--- src/rtl/rtc_irq_unit.sv ---
module rtc_irq_unit #(
  parameter int DW     = 8,
  parameter int RATE_W = 4,
  parameter int AW     = 3,
  parameter int NTAPS  = (1 << RATE_W) - 1
) (
  input  logic              clk,
  input  logic              rst_n,
  input  logic [NTAPS-1:0]  div_taps,
  input  logic              upd_done,
  input  logic [DW-1:0]     cur_hr,
  input  logic [DW-1:0]     cur_min,
  input  logic [DW-1:0]     cur_sec,
  input  logic              wr_en,
  input  logic              rd_en,
  input  logic [AW-1:0]     addr,
  input  logic [DW-1:0]     wdata,
  output logic [DW-1:0]     rdata,
  output logic              irq_n
);
  localparam logic [AW-1:0] A_CTL = AW'(3);
  localparam logic [AW-1:0] A_FLG = AW'(4);
  localparam int B_PIE = RATE_W;
  localparam int B_AIE = RATE_W + 1;
  localparam int B_UIE = RATE_W + 2;
  localparam int B_INH = RATE_W + 3;

  logic [2:0][DW-1:0] alm_q;
  logic [2:0][DW-1:0] cur;
  logic [DW-1:0]      ctrl_q;
  logic [2:0]         flag_q;
  logic [NTAPS-1:0]   taps_q;

  logic [RATE_W-1:0] rate, idx;
  logic              per_evt, alm_hit, clr, irq_any;
  logic [2:0]        byte_ok, en, set;

  assign cur  = {cur_hr, cur_min, cur_sec};
  assign rate = ctrl_q[RATE_W-1:0];
  assign idx  = rate - 1'b1;
  assign per_evt = (rate != '0) && div_taps[idx] && !taps_q[idx];

  for (genvar i = 0; i < 3; i++) begin : g_cmp
    assign byte_ok[i] = (&alm_q[i][DW-1:DW-2]) || (alm_q[i] == cur[i]);
  end

  assign alm_hit = upd_done && (&byte_ok);
  assign set     = {upd_done, alm_hit, per_evt};
  assign clr     = rd_en && (addr == A_FLG);
  assign en      = {ctrl_q[B_UIE] & ~ctrl_q[B_INH], ctrl_q[B_AIE], ctrl_q[B_PIE]};
  assign irq_any = |(flag_q & en);
  assign irq_n   = ~irq_any;

  always_ff @(posedge clk) begin
    if (!rst_n) begin
      alm_q  <= '0;
      ctrl_q <= '0;
      flag_q <= '0;
      taps_q <= '0;
    end else begin
      taps_q <= div_taps;
      flag_q <= set | (clr ? 3'b000 : flag_q);
      if (wr_en) begin
        if (addr < A_CTL) alm_q[addr[1:0]] <= wdata;
        else if (addr == A_CTL) ctrl_q <= wdata;
      end
    end
  end

  always_comb begin
    rdata = '0;
    if (addr < A_CTL)       rdata = alm_q[addr[1:0]];
    else if (addr == A_CTL) rdata = ctrl_q;
    else if (addr == A_FLG) rdata = {irq_any, {(DW-4){1'b0}}, flag_q};
  end
endmodule

--- config.mk ---
export PLATFORM = sky130hd
export DESIGN_NAME = rtc_irq_unit
export DESIGN_NICKNAME = d
export VERILOG_FILES = /design/src/rtl/rtc_irq_unit.sv
export SDC_FILE = /design/constraint.sdc
export NUM_CORES = 1
export LEC_CHECK = 0
export BUFFER_PORTS_ARGS = -buffer_cell sky130_fd_sc_hd__buf_2
export CORE_ASPECT_RATIO = 1.75
export CORE_UTILIZATION = 42
export DETAILED_ROUTE_END_ITERATION = 6
export HOLD_SLACK_MARGIN = 0.06
export PLACE_DENSITY = 0.74
export SETUP_SLACK_MARGIN = 0.3
export SYNTH_ARGS = -nofsm -noshare
export SYNTH_HDL_FRONTEND = slang
export SYNTH_SLANG_ARGS = --single-unit
--- constraint.sdc ---
create_clock -name clk -period 5.4 [get_ports clk]
set_clock_uncertainty 0.1 [all_clocks]
set_input_delay 0.81 -clock clk [delete_from_list [all_inputs] [get_ports clk]]
set_output_delay 0.81 -clock clk [all_outputs]
set_load 0.05 [all_outputs]
**Word-level counts from Yosys, hierarchy flattened**

Cells that the tools add are included.

- Reductions and logical operators: 17
- Equality and inequality tests: 5
- Multiplexer cells: 13
- $mul: 0
- Shift-type cells: 0
- Divide/modulo/power cells: 0
- Bitwise logic cells: 6
- Add/sub/neg operators: 1
- Magnitude comparators: 4

Operator list:

| cell | count |
|---|---|
| $mux W8 | 5 |
| $bwmux W24 | 1 |
| $eq A8 B8 Y1 | 3 |
| $bmux W8 S2 | 1 |
| $demux W8 S2 | 1 |
| $bmux W1 S4 | 2 |
| $reduce_and A2 Y1 | 4 |
| $reduce_and A3 Y1 | 2 |
| $logic_and A1 B1 Y1 | 5 |
| $lt A4 B5 Y1 const B | 1 |
| $reduce_bool A4 Y1 | 1 |
| $sub A4 B1 Y4 const B | 1 |
| $and A3 B3 Y3 | 1 |
| $eq A3 B2 Y1 const B | 1 |
| $eq A3 B3 Y1 const B | 1 |
| $logic_or A1 B1 Y1 | 3 |
| $lt A2 B3 Y1 const B | 1 |
| $lt A3 B2 Y1 const B | 1 |
| $mux W3 | 1 |
| $not A1 Y1 | 3 |
| $or A3 B3 Y3 | 1 |
| $reduce_or A3 Y1 | 1 |
| $ge A2 B1 Y1 const B | 1 |
| $mux W1 | 2 |
| 2 further kinds | 2 |

- Input bits: 55
- Memories kept: 0
- Bits in read-only memories: 0
- Word-level logic and storage cells: 52
- Latch bits: 0
- Flip-flop bits (word level): 50
- Bits in writable memories: 0
- Output and inout port bits: 9

**Logic depth before layout (Yosys ltp)**

- Depth in word-level cells: 7
- Gate-level depth with buffers: 8
- Mapped depth without buffers: 7

**Worst setup path after synthesis**

OpenSTA, ideal clock, no wires.

- Path type: input to output
- Start: input addr[1]
- End: output rdata[2]
- Data required time: 4.490 ns
- Data arrival time: 2.320 ns
- Stages: 6
- Path buffers: 1
- Setup slack: 2.170 ns
- Cells stage by stage: buf_2 > nor2b_1 > nand2_1 > o21ai_1 > a22oi_1 > o22ai_1

- Word-level cells in the longest chain between the ends: 4
- Elaborated cells between the ends (all ways): 8
- Those cells by class: 1 x order compare; 2 x eq/ne; 5 x mux

RTL lines:

| element | line | text |
|---|---|---|
| start, declared | 16 | `input logic [AW-1:0] addr,` |
| $eq A3 B3 Y1 | 74 | `else if (addr == A_FLG) rdata = {irq_any, {(DW-4){1'b0}}, flag_q};` |
| $mux W8 | 74 |  |
| $mux W8 | 73 | `else if (addr == A_CTL) rdata = ctrl_q;` |
| $mux W8 * | 72 | `if (addr < A_CTL) rdata = alm_q[addr[1:0]];` |
| end, declared | 18 | `output logic [DW-1:0] rdata,` |

Every way passes the cells marked *; elsewhere a longest branch is shown, timed or not. The select of a mux whose other input is x is not followed.

**Worst setup path after layout**

- Start: input addr[1]
- End: output rdata[1]

The elaborated chain is that of the path after synthesis.

==> results_dict.tcl <==
set metrics [dict create \
    status "finished clean" \
    critical_path.top_delay_family "buffers and inverters" \
    io_buffer_count 63 \
    worst_path_most_repeated_cell "buf_2" \
    period_share 0.603 \
    worst-path-max-fanout 19 \
    synth_top_area_share 0.388 \
    top_signal_layer_used "met4" \
    fin_nets 414 \
    drcViolationCount 0 \
    avgSynthCellArea_um2 8.54 \
    worst_slew_margin_rel 0.500 \
    netlist_area_um2 2580 \
    cpMaxStageDelayCell "nor2b_1" \
    synth_area_leader_cell "dfxtp_1" \
    worstHoldPathType "flop to flop" \
    core_area_um2 5880 \
    area_of_combinational_cells_with_multiple_inputs_um2 1480 \
    worstSetupPathType "primary input to output pin" \
    syn2layout_area_growth_pct 17.5 \
    fp.dieW_um 61.2 \
    end_kind "output pin" \
    postSynthRegisterBits 50 \
    worstRegToRegCells 7 \
    track_usage 0.225 \
    final_antenna_net_count 0 \
    drive_above_1_share 0.226 \
    sw_frac_of_total 0.269 \
    cts_inserted_buffers 5 \
    totalWireLength_mm 6.68 \
    synth_most_common_cell "nand2_1" \
    grt_pass1_vias 2272 \
    syn_nets 358 \
    cellInternalPower_w 0.000528 \
    met3_wirelength_um 337 \
    dieHeight_um 106 \
    wire_length_of_the_first_global_routing_pass_mm 10.8 \
    setup_viol 0 \
    yosys.area_share.xor_xnor 0.0883 \
    netlist_top_cells_area "dfxtp_1 39%, nand2_1 11%, a21boi_1 9.3%" \
    timing.hold.worst_path_depth 2 \
    timing.critical_path.buf_inv 2 \
    finalSetupTns_ns 0 \
    cts.htree.levels 2 \
    multiplexer_share_of_the_synthesized_area 0.0504 \
    async_reset_ff_frac 0 \
    wp_data_arrival_ns 2.35 \
    hold_slack_ns 0.380 \
    cp_cell_sequence "buf_2, nor2b_1, nand2_1, o21ai_1, a22oi_1, o22ai_1, buf_2" \
    ys_warn_count 0 \
    rows 37 \
    num-fill-cells 606 \
    cts-root-to-sink-buffers 2 \
    p_leak_nw 1.24 \
    grt_start_max_net_pins 53 \
    peakVddDrop_mv 0.214 \
    synth_cell_type_count 39 \
    max_slew.worst_pin.slew_ns 0.750 \
    gp_congestion 0.926 \
    power.sequential.fraction 0.539 \
    synth_top_family_by_area "simple AND/OR/NAND/NOR gates" \
    max_cap_violations 0 \
    diodes 0 \
    synth_compound_gate_area_share 0.188 \
    tritoncts "yes" \
    post_synth_most_frequent_cells "76 x nand2_1, 50 x dfxtp_1, 32 x a21boi_1" \
    post_drt_wl_per_cell_um 15.3 \
    fmax_mhz 307 \
    area.sequential_um2 1000 \
    drt-met1-wl_mm 2.51 \
    dp.final_hpwl_mm 5.08 \
    grt_setup_unrepaired "no" \
    vias_per_cell 5.41 \
    start_kind "primary input" \
    synth_simple_gate_area_share 0.244 \
    synthesis.instances 302 \
    detailroute.via_count 2364 \
    critPathMaxStageDelay_ns 0.38 \
    initial_utilization 0.439 \
    detailedRoute.firstPassIterationCount 4 \
    synth_edf_count 0 \
    timing.final.max_slew_violations 0 \
    hold_viol_final 0 \
    clkSlewWorstSetupHoldPaths_ns 0.09 \
    ys_dominant_reg_cell "dfxtp_1" \
    critPathRequiredTime_ns 4.49 \
    wp_depth 7 \
    grt_remaining_overflow 0 \
    cts_setup_buffers 0 \
    ctsRootBufferMaster "clkbuf_8" \
    grt_antenna_before_repair 0 \
    num_ports 64 \
    min_period_ns 3.26 \
    cts_num_sinks 50 \
    cts_hold_buffers 0 \
    power_frac_comb 0.128 \
    worst_skew_pair.late_latency_ns 0.31 \
    power_switching_w 0.000194 \
    synth_adder_area_share 0.00485 \
    drt-initial-drc-count 77 \
    postCtsResizedCells 0 \
    postLayoutSetupSlackWorst_ns 2.14 \
    preCtsSetupSlack_ns 2.19 \
    fp.dieArea_um2 6470 \
    detailroute.wirelength.met2_mm 3.59 \
    power.density_cell_area_nw_per_um2 238 \
    power.share.clock 0.333 \
    synth_seq_area_share 0.388 \
]
==> cell type report <==
cell class,count,area share
flip-flops and latches,50,0.330
multi-input cells,229,0.490
clock buffers,6,0.0273
inverters,9,0.0111
repair buffers,63,0.104
clock inverters,2,0.00537
well taps,78,0.0322
==> logic make-up (layout without fill, tap and decap cells) <==
family,Yosys count,in the layout
fa+ha+maj,1,1
flops,50,50
mux,8,8
compound gates,65,65
buf+inv,23,80
simple gates,129,129
xor+xnor,26,26
==> registers in the layout (all words and copies together) (netlist names) <==
| name | count |
|---|---|
| ctrl_q | 8 |
| alm_q | 24 |
| taps_q | 15 |
| flag_q | 3 |
==> stage by stage <==
step | std cells | area [um^2] | utilization | total power (W)
5_1_grt | 437 | 3030 | 0.515 | 0.000750
6_report | 437 | 3030 | 0.515 | 0.000722
2_1_floorplan | 302 | 2580 | - | 0.000450
3_5_place_dp | 429 | 2930 | 0.499 | 0.000490
3_3_place_gp | 429 | 2930 | 0.499 | 0.000487
4_1_cts | 437 | 3030 | 0.515 | 0.000724
==> placed cells by master (no fill, tap or decap), types with 2 or more instances in the layout <==
cell | netlist | final
nor2b_1 | 3 | 3
nor2_1 | 4 | 4
nand3_1 | 2 | 2
inv_2 | 2 | 2
or3_1 | 2 | 2
and2_1 | 22 | 22
xor2_1 | 24 | 24
xnor2_1 | 2 | 2
nand3b_1 | 4 | 4
mux4_2 | 4 | 4
inv_1 | 6 | 6
a22oi_1 | 10 | 10
o22ai_1 | 4 | 4
nand2_1 | 76 | 76
buf_2 | 4 | 63
a21boi_1 | 32 | 32
a311oi_1 | 3 | 3
mux2i_1 | 4 | 4
o21ai_1 | 5 | 5
nor4_1 | 6 | 6
o41ai_1 | 2 | 2
clkbuf_8 | 0 | 6
dfxtp_1 | 50 | 50
nor3b_1 | 5 | 5
nor3_2 | 3 | 3
==> layer usage <==
layer / global-route usage / vias to the layer above
met5: 0 / -
met4: 0.106 / 0
met3: 0.0417 / 20
met2: 0.390 / 77
met1: 0.253 / 1114
li1: - / 1153
==> worst reg2reg max path, delay by kind of cell (launching register included) <==
kind,cells,cell delay (ns)
AO/OA/AOI/OAI,3,0.59
adder cells (fa/ha/maj),1,0.48
buffers and inverters,1,0.19
AND/OR/NAND/NOR,2,0.31
flip-flops,1,0.66
==> worst paths after layout <==
path | to | startpoint | slack, ns
max | rdata[1] | addr[1] | 2.14
min reg2reg | ctrl_q[7]$_SDFFE_PN0P_ | ctrl_q[7]$_SDFFE_PN0P_ | 0.38
max reg2reg | flag_q[0]$_SDFF_PN0_ | ctrl_q[0]$_SDFFE_PN0P_ | 2.98
min | ctrl_q[7]$_SDFFE_PN0P_ | ctrl_q[7]$_SDFFE_PN0P_ | 0.38
==> power by group through the flow <==
stage / clock network, W / registers (W) / logic [W]
floorplan: 0 / 0.000394 / 0.0000560
global placement: 0 / 0.000397 / 0.0000904
detailed placement: 0 / 0.000397 / 0.0000922
CTS: 0.000243 / 0.000389 / 0.0000926
global route: 0.000258 / 0.000390 / 0.000102
finish: 0.000240 / 0.000389 / 0.0000927
Note: power is estimated with default switching activity, not from simulation.
